--- src/rtl/cfgwin_pkg.sv ---
package cfgwin_pkg;
  localparam int IDX_W = 8;
  localparam int DAT_W = 8;

  typedef enum logic [1:0] {
    POL_LOCKED,
    POL_OPEN,
    POL_KEYED
  } wr_pol_e;

  function automatic wr_pol_e pol_of(input logic [IDX_W-1:0] sel);
    if (sel < 8'hE0) return POL_LOCKED;
    case (sel)
      8'hE0, 8'hE1, 8'hE2, 8'hE3, 8'hE6,
      8'hEE, 8'hEF, 8'hF0, 8'hF1, 8'hF2,
      8'hF4, 8'hF6, 8'hF8, 8'hFC: return POL_OPEN;
      8'hE7, 8'hE8:               return POL_KEYED;
      default:                    return POL_LOCKED;
    endcase
  endfunction

  function automatic logic [DAT_W-1:0] key_of(input logic [IDX_W-1:0] sel);
    case (sel)
      8'hE7:   return 8'hFE;
      8'hE8:   return 8'hBE;
      default: return 8'h00;
    endcase
  endfunction

  function automatic logic [DAT_W-1:0] init_of(input logic [IDX_W-1:0] sel);
    case (sel)
      8'hE0:   return 8'h3C;
      8'hE2:   return 8'h03;
      8'hE3:   return 8'hFC;
      8'hE6:   return 8'hDE;
      8'hE7:   return 8'hFE;
      8'hE8:   return 8'hBE;
      default: return 8'h00;
    endcase
  endfunction
endpackage

--- src/rtl/cfgwin_decode.sv ---
module cfgwin_decode #(
  parameter int              ADDR_W    = 16,
  parameter logic [ADDR_W-1:0] BASE_ADDR = 16'h03F0
) (
  input  logic [ADDR_W-1:0] addr_i,
  input  logic              wr_en_i,
  input  logic              rd_en_i,
  input  logic              win_en_i,
  output logic              idx_we_o,
  output logic              dat_we_o,
  output logic              rd_hit_o
);
  logic in_win;
  logic at_idx;

  assign in_win   = (addr_i[ADDR_W-1:1] == BASE_ADDR[ADDR_W-1:1]);
  assign at_idx   = (addr_i[0] == BASE_ADDR[0]);
  assign idx_we_o = wr_en_i && win_en_i && in_win && at_idx;
  assign dat_we_o = wr_en_i && win_en_i && in_win && !at_idx;
  assign rd_hit_o = rd_en_i && win_en_i && in_win;
endmodule

--- src/rtl/cfgwin_filter.sv ---
module cfgwin_filter
  import cfgwin_pkg::*;
(
  input  logic [IDX_W-1:0] idx_i,
  input  logic [DAT_W-1:0] wdata_i,
  input  logic             dat_we_i,
  output logic             commit_o
);
  wr_pol_e pol;

  always_comb begin
    pol = pol_of(idx_i);
    unique case (pol)
      POL_OPEN:  commit_o = dat_we_i;
      POL_KEYED: commit_o = dat_we_i && (wdata_i == key_of(idx_i));
      default:   commit_o = 1'b0;
    endcase
  end
endmodule

--- src/rtl/cfgwin_regs.sv ---
module cfgwin_regs
  import cfgwin_pkg::*;
#(
  parameter logic [IDX_W-1:0] LO_IDX = 8'hE0
) (
  input  logic             clk_i,
  input  logic             rst_ni,
  input  logic             commit_i,
  input  logic [IDX_W-1:0] idx_i,
  input  logic [DAT_W-1:0] wdata_i,
  output logic [DAT_W-1:0] rd_val_o
);
  localparam int NUM   = (1 << IDX_W) - int'(LO_IDX);
  localparam int SEL_W = (NUM > 1) ? $clog2(NUM) : 1;

  // only the upper band holds state; everything below reads zero
  logic [DAT_W-1:0] q [NUM];
  logic [IDX_W-1:0] off;

  for (genvar i = 0; i < NUM; i++) begin : g_reg
    localparam logic [IDX_W-1:0] MY_IDX = IDX_W'(int'(LO_IDX) + i);
    always_ff @(posedge clk_i or negedge rst_ni) begin
      if (!rst_ni)                          q[i] <= init_of(MY_IDX);
      else if (commit_i && idx_i == MY_IDX) q[i] <= wdata_i;
    end

    if (pol_of(MY_IDX) == POL_KEYED) begin : g_key
      p_key_value_r4: assert property (@(posedge clk_i) disable iff (!rst_ni)
        q[i] == key_of(MY_IDX));
    end
  end

  assign off      = idx_i - LO_IDX;
  assign rd_val_o = (idx_i >= LO_IDX) ? q[off[SEL_W-1:0]] : '0;
endmodule

--- src/rtl/cfgwin_top.sv ---
module cfgwin_top
  import cfgwin_pkg::*;
#(
  parameter int                ADDR_W    = 16,
  parameter logic [ADDR_W-1:0] BASE_ADDR = 16'h03F0,
  parameter logic [IDX_W-1:0]  LO_IDX    = 8'hE0
) (
  input  logic              clk_i,
  input  logic              rst_ni,
  input  logic [ADDR_W-1:0] addr_i,
  input  logic              wr_en_i,
  input  logic              rd_en_i,
  input  logic [DAT_W-1:0]  wdata_i,
  input  logic              win_en_i,
  output logic [DAT_W-1:0]  rdata_o
);
  logic             idx_we, dat_we, rd_hit, commit;
  logic [IDX_W-1:0] idx_q;
  logic [DAT_W-1:0] rd_val;
  logic [DAT_W-1:0] rdata_q;

  cfgwin_decode #(.ADDR_W(ADDR_W), .BASE_ADDR(BASE_ADDR)) i_decode (
    .addr_i   (addr_i),
    .wr_en_i  (wr_en_i),
    .rd_en_i  (rd_en_i),
    .win_en_i (win_en_i),
    .idx_we_o (idx_we),
    .dat_we_o (dat_we),
    .rd_hit_o (rd_hit)
  );

  cfgwin_filter i_filter (
    .idx_i    (idx_q),
    .wdata_i  (wdata_i),
    .dat_we_i (dat_we),
    .commit_o (commit)
  );

  cfgwin_regs #(.LO_IDX(LO_IDX)) i_regs (
    .clk_i    (clk_i),
    .rst_ni   (rst_ni),
    .commit_i (commit),
    .idx_i    (idx_q),
    .wdata_i  (wdata_i),
    .rd_val_o (rd_val)
  );

  always_ff @(posedge clk_i or negedge rst_ni) begin
    if (!rst_ni)     idx_q <= '0;
    else if (idx_we) idx_q <= wdata_i;
  end

  // read samples pre-write state, so a same-cycle write is not seen
  always_ff @(posedge clk_i or negedge rst_ni) begin
    if (!rst_ni)      rdata_q <= '0;
    else if (rd_en_i) rdata_q <= rd_hit ? rd_val : '1;
  end

  assign rdata_o = rdata_q;

  p_one_port_r2: assert property (@(posedge clk_i) disable iff (!rst_ni)
    $onehot0({idx_we, dat_we}));

  p_idx_load_r2: assert property (@(posedge clk_i) disable iff (!rst_ni)
    idx_we |=> idx_q == $past(wdata_i));

  p_off_rd_ff_r7: assert property (@(posedge clk_i) disable iff (!rst_ni)
    (rd_en_i && !win_en_i) |=> rdata_o == 8'hFF);

  p_off_idx_hold_r7: assert property (@(posedge clk_i) disable iff (!rst_ni)
    !win_en_i |=> $stable(idx_q));

  p_locked_no_commit_r3: assert property (@(posedge clk_i) disable iff (!rst_ni)
    (idx_q < LO_IDX) |-> !commit);

  p_rd_hold_r6: assert property (@(posedge clk_i) disable iff (!rst_ni)
    !rd_en_i |=> $stable(rdata_o));
endmodule

--- config.mk ---
export PLATFORM = sky130hd
export DESIGN_NAME = cfgwin_top
export DESIGN_NICKNAME = d
export VERILOG_FILES = /design/src/rtl/cfgwin_pkg.sv /design/src/rtl/cfgwin_decode.sv /design/src/rtl/cfgwin_filter.sv /design/src/rtl/cfgwin_regs.sv /design/src/rtl/cfgwin_top.sv
export SDC_FILE = /design/constraint.sdc
export NUM_CORES = 1
export LEC_CHECK = 0
export BUFFER_PORTS_ARGS = -buffer_cell sky130_fd_sc_hd__buf_2
export CAP_MARGIN = 20
export CORE_ASPECT_RATIO = 2
export CORE_UTILIZATION = 65
export CTS_CLUSTER_DIAMETER = 150
export DETAILED_ROUTE_END_ITERATION = 10
export GPL_TIMING_DRIVEN = 0
export PLACE_DENSITY_LB_ADDON = 0.1
export REMOVE_ABC_BUFFERS = 1
export SLEW_MARGIN = 20
export SYNTH_ARGS = -nofsm -noshare
export SYNTH_HDL_FRONTEND = slang
export SYNTH_SLANG_ARGS = --single-unit
--- constraint.sdc ---
create_clock -name clk_i -period 6.8 [get_ports clk_i]
set_input_delay 0.68 -clock clk_i [delete_from_list [all_inputs] [get_ports clk_i]]
set_output_delay 0.68 -clock clk_i [all_outputs]
set_load 0.02 [all_outputs]
==> Word level (Yosys, flattened, before mapping) <==
Index checks and enable logic that the tools add are counted.
{ "totals": {"ff_bits": 272, "elab_cells": 129} }
{ "op_classes": {"addsub": 1, "magnitude_cmp": 3, "n_eq_ne": 36, "muxes": 12, "bitwise": 2, "n_reduce_logical": 41} }
{ "ops": {"columns": ["op", "n"], "rows": [
  ["$eq A8 B8 Y1 const B", 32],
  ["$bmux W8 S5", 1],
  ["$mux W8", 5],
  ["$logic_and A1 B1 Y1", 39],
  ["$pmux W8 S2", 1],
  ["$eq A15 B9 Y1 const B", 1],
  ["$reduce_or A14 Y1", 1],
  ["$eq A8 B8 Y1", 1],
  ["$ge A8 B8 Y1 const B", 1],
  ["$lt A8 B8 Y1 const B", 1],
  ["$ge A6 B6 Y1 const B", 1],
  ["$not A5 Y6", 1],
  ["$sub A5 B1 Y5 const B", 1],
  ["$mux W2", 2],
  ["$pmux W2 S2", 1],
  ["$eq A2 B1 Y1 const B", 1],
  ["$eq A2 B2 Y1 const B", 1],
  ["$pmux W1 S2", 1],
  ["$reduce_or A2 Y1", 1],
  ["$mux W1", 1],
  ["$not A1 Y1", 1]
]} }

==> Longest topological paths before layout <==
{ "depth": {"ltp_word": 10, "depth_mapped": 15} }

==> By module <==
Synthesis repeated with hierarchy kept, for this count alone.
{ "unflattened": {"hier_cells": 890, "hier_area_um2": 12841.1} }
{ "by_module_without_submodules": {"columns": ["mod", "instances", "cells_each", "area_per_inst_um2", "seq_area_each_um2"], "rows": [
  ["cfgwin_regs", 1, 801, 11890.2, 6444.9],
  ["cfgwin_top", 1, 51, 653.1, 400.4],
  ["cfgwin_filter", 1, 30, 227.7, 0.0],
  ["cfgwin_decode", 1, 8, 70.1, 0.0]
]} }

==> Worst setup path before layout <==
No wires, ideal clock.
{ "synth_path": {"path_kind": "register to register", "startpoint": "reg idx_q[3]", "endpoint": "reg i_regs.q[168] (netlist name)", "setup_time_ns": 0.125, "arrival_ns": 3.761, "required_ns": 6.675, "path_slack_ns": 2.915, "stages_incl_launch_ff": 15, "path_buffers": 3, "synth_period_minus_slack_ns": 3.885, "path_cell_list": "dfrtp_1 clkbuf_1 inv_2 buf_1 clkbuf_1 mux2i_1 nor2_1 o31a_1 ha_1 nor2b_1 nand3b_1 nor3b_1 a32oi_1 nor2_2 mux2_2"} }
{ "synth_between": {"elab_chain_len": 7, "word_cells_on_any_way": 31} }
{ "synth_lines": {"columns": ["item", "line_no", "rtl"], "rows": [
  ["from (decl)", "cfgwin_top.sv:18", "logic [IDX_W-1:0] idx_q;"],
  ["from (signal assigned)", "cfgwin_top.sv:50", "else if (idx_we) idx_q <= wdata_i;"],
  ["$eq A8 B8 Y1 (on tied branches)", "cfgwin_pkg.sv:13, cfgwin_pkg.sv:23", null],
  ["$reduce_or A14 Y1 (tied with other cells)", "cfgwin_pkg.sv:13", "case (sel)"],
  ["$pmux W2 S2 or $mux W8 (tied branches)", "cfgwin_pkg.sv:13, cfgwin_filter.sv:13", null],
  ["$mux W2 or $eq A8 B8 Y1 (tied branches)", "cfgwin_pkg.sv:13, cfgwin_filter.sv:15", null],
  ["$eq A2 B2 Y1 (tied with other cells)", null, null],
  ["$pmux W1 S2", "cfgwin_filter.sv:13", "unique case (pol)"],
  ["$logic_and A1 B1 Y1 (*)", "cfgwin_regs.sv:24", "else if (commit_i && idx_i == MY_IDX) q[i] <= wdata_i;"],
  ["to (signal, indexed assignment)", "cfgwin_regs.sv:23", "if (!rst_ni) q[i] <= init_of(MY_IDX);"],
  ["to (signal, indexed assignment)", "cfgwin_regs.sv:24", null],
  ["to (decl)", "cfgwin_regs.sv:17", "logic [DAT_W-1:0] q [NUM];"]
]} }
Mark *: on every way between the ends. The rest lies on a longest branch, timed or not. The select of a mux whose other input is x is not followed.
A chain may end at the register's enable or synchronous reset.

==> Final worst setup path <==
{ "layout_path": {"startpoint": "reg idx_q[2]", "endpoint": "reg i_regs.q[169] (netlist name)"} }
The elaborated chain is that of the path after synthesis.

==> flow_summary.json <==
{
  "place_hpwl_mm": 19.4,
  "tns_ns": 0,
  "core_um2": 19400,
  "grt.total_usage": 0.311,
  "r2r-start": "idx_q[2]",
  "grt_overflow": 0,
  "max_freq_mhz": 218,
  "synth_edf_count": 0,
  "pwr-share-seq": 0.509,
  "drc_errors": 0,
  "maxSlewHeadroom": 0.212,
  "cts_buffer_depth": 3,
  "gp_congestion": 0.909,
  "leakage_nw": 6.49,
  "synth.ff_latch_count": 272,
  "mappedNetlistArea_um2": 12900,
  "synth_ff_type": "dfrtp_1",
  "synthCells": 838,
  "cpMostUsedCell": "nor3b_1",
  "fin_util": 0.733,
  "drt-initial-drc-count": 374,
  "hold_ws_ns": 0.210,
  "hold_viol_final": 0,
  "avgSynthCellArea_um2": 15.4,
  "reg2reg_depth": 10,
  "switching_share": 0.208,
  "cts-resized-gates": 0,
  "synth.largest_area_cell": "dfrtp_1",
  "hold_buffers": 0,
  "post_cts_buffers": 0,
  "dieArea_um2": 20400,
  "ir_worst_vdd_mv": 0.172,
  "worstPathCellList": "nand2_1, nor3b_1, o31a_1, ha_1, nor2b_1, nand3b_1, nor3b_1, a32oi_1, nor2_2, mux2_2",
  "cp.required_ns": 7.21,
  "fin_worst_skew_ns": 0.0177,
  "synthTopCellsByCount": "247 x mux2_2, 241 x dfrtp_1, 72 x mux4_2, 41 x clkbuf_1, 31 x dfstp_2",
  "setup.worst_path.end_class": "register",
  "clock-sinks": 272,
  "die_width_um": 102,
  "routedWlPerCell_um": 26.0,
  "initial_core_util": 0.665,
  "period_share": 0.674,
  "num_antenna_cells": 0,
  "ys_top_cells_by_area": "dfrtp_1 47%, mux2_2 22%, mux4_2 13%",
  "io_buffers": 36,
  "dieHeight_um": 201,
  "dp_cells": 1079,
  "power_density_nw_per_um2": 224,
  "crit_family": "simple AND/OR/NAND/NOR gates",
  "first_pass_iters": 5,
  "yosysUniqueCellTypes": 43,
  "placementRows": 72,
  "clkPwrFrac": 0.467,
  "numCtsBuffers": 24,
  "path_buf_inv": 0,
  "fin_crit_ns": 4.59,
  "ys_seq_area_frac": 0.531,
  "grt_pass1_wl_mm": 47.1,
  "crit_slowest_cell": "dfrtp_1",
  "nets": 877,
  "cpPeakStageDelay_ns": 0.90,
  "ant_nets": 0,
  "instances_no_fill": 1123,
  "synth_top_area_frac": 0.468,
  "drive_above_1_share": 0.557,
  "clock_latency_ns": 0.54,
  "hp-class": "in2async",
  "path_clk_slew_ns": 0.07,
  "cp-start-kind": "register",
  "p_total_w": 0.00318,
  "run_status": "complete, no violations",
  "route.vias.total": 7332,
  "slew_viol_final": 0,
  "regToRegSetupSlack_ns": 2.21,
  "worstReg2RegEnd": "i_regs.q[169]",
  "antenna_found_initial": 0,
  "setup.worst_path.start": "idx_q[2]",
  "grt_max_degree": 111,
  "tightest_slew_ns": 1.18,
  "yosysWarnings": 0,
  "vias_per_cell": 6.53,
  "crit_type": "reg2reg",
  "cts_tree": "yes",
  "async_flop_share": 1.00,
  "cp_max_fo": 26,
  "rsz0062_at_grt": "no",
  "setup_viol": 0,
  "cp_data_arrival_time_ns": 5.00,
  "root_buffer": "clkbuf_16",
  "area_delta_synth_final_pct": 10.3,
  "pwr-share-comb": 0.023,
  "grt_pass1_vias": 8231,
  "synth.most_common_cell": "mux2_2",
  "htreeDepth": 1,
  "internal_power_w": 0.00252,
  "drt-total-wl_mm": 29.2,
  "ios": 37,
  "cap_violations": 0,
  "switchingPower_w": 0.000661
}
==> layout by cell type, fill, tap and decap left out, types with 2 or more instances in the layout <==
cell	count
mux4_2	72
nor3b_1	2
nand2_1	30
dfrtp_4	2
dfstp_2	31
nand3b_1	2
clkinv_4	2
dfrtp_1	239
clkbuf_8	5
or4b_1	4
nor2_1	27
o21ai_0	2
mux2_2	247
buf_16	5
inv_1	3
nor3_1	10
clkbuf_16	25
mux2_4	16
bufinv_16	4
nor2_2	18
and4_1	2
mux2i_1	12
a31oi_1	8
ha_1	2
and3_1	3
a21oi_1	6
nor2b_1	3
or3_1	6
and2_1	2
nand3_1	3
clkbuf_1	5
a32oi_1	3
or2_2	2
nor4_4	9
buf_2	35
nand4b_1	2
==> stage by stage <==
stage	setup WS, ns	cell area (µm²)
after global routing	1.99	14200
after global placement	-0.937	13100
after detailed placement	2.35	13300
final	2.21	14200
after floorplan	0.815	12600
after CTS	2.34	14200
==> state kept, by name, summed over array words and instances (netlist names) <==
signal / flops
i_regs.q: 256
rdata_o: 8
idx_q: 8
==> cell families (layout without fill, tap and decap cells) <==
group | Yosys count | after routing | synth area share
adders and majority gates | 2 | 2 | 0.00194
AOI/OAI and AO/OA | 22 | 22 | 0.0110
and+or+nand+nor | 130 | 130 | 0.0642
muxes | 348 | 348 | 0.371
DFF | 272 | 272 | 0.531
buffers and inverters | 64 | 90 | 0.0205
==> area by class of cell <==
cell class              count  area (µm²)
flip-flops and latches    272        6850
multi-input cells         502        5790
well taps                 259         324
clock buffers              35         713
clock inverters             9         159
fillers                  1225        5170
inverters                   4        15.0
repair buffers             42         348
==> per-layer routing <==
layer,vias up,wire [µm],global-route usage
li1,3130,-,-
met1,3876,10800,0.384
met2,243,15800,0.536
met3,83,1320,0.0400
met4,0,1280,0.139
met5,-,0,0
==> worst max-delay path by stage <==
stage,slack (ns),depth (start not counted),endpoint
floorplan,0.82,8,i_regs.q[128]
global placement,-0.94,7,i_regs.q[132]
detailed placement,2.35,10,i_regs.q[78]
CTS,2.34,10,i_regs.q[169]
global route,1.99,10,i_regs.q[46]
finish,2.21,10,i_regs.q[169]
==> power by group through the flow <==
stage	Combinational [W]	Clock [W]	Sequential [W]
floorplan	0.00000355	0	0.00165
global placement	0.0000645	0	0.00165
detailed placement	0.0000757	0	0.00165
CTS	0.0000759	0.00151	0.00162
global route	0.0000832	0.00157	0.00162
finish	0.0000742	0.00148	0.00162
==> worst reg2reg max path: cells and delay by family, from the launching register on <==
kind	cells	cell delay [ns]
AND/OR/NAND/NOR	6	2.27
multiplexers	1	0.40
adder cells (fa/ha/maj)	1	0.25
AO/OA/AOI/OAI	2	0.64
flip-flops	1	0.90
(Power assumes the default switching activity.)
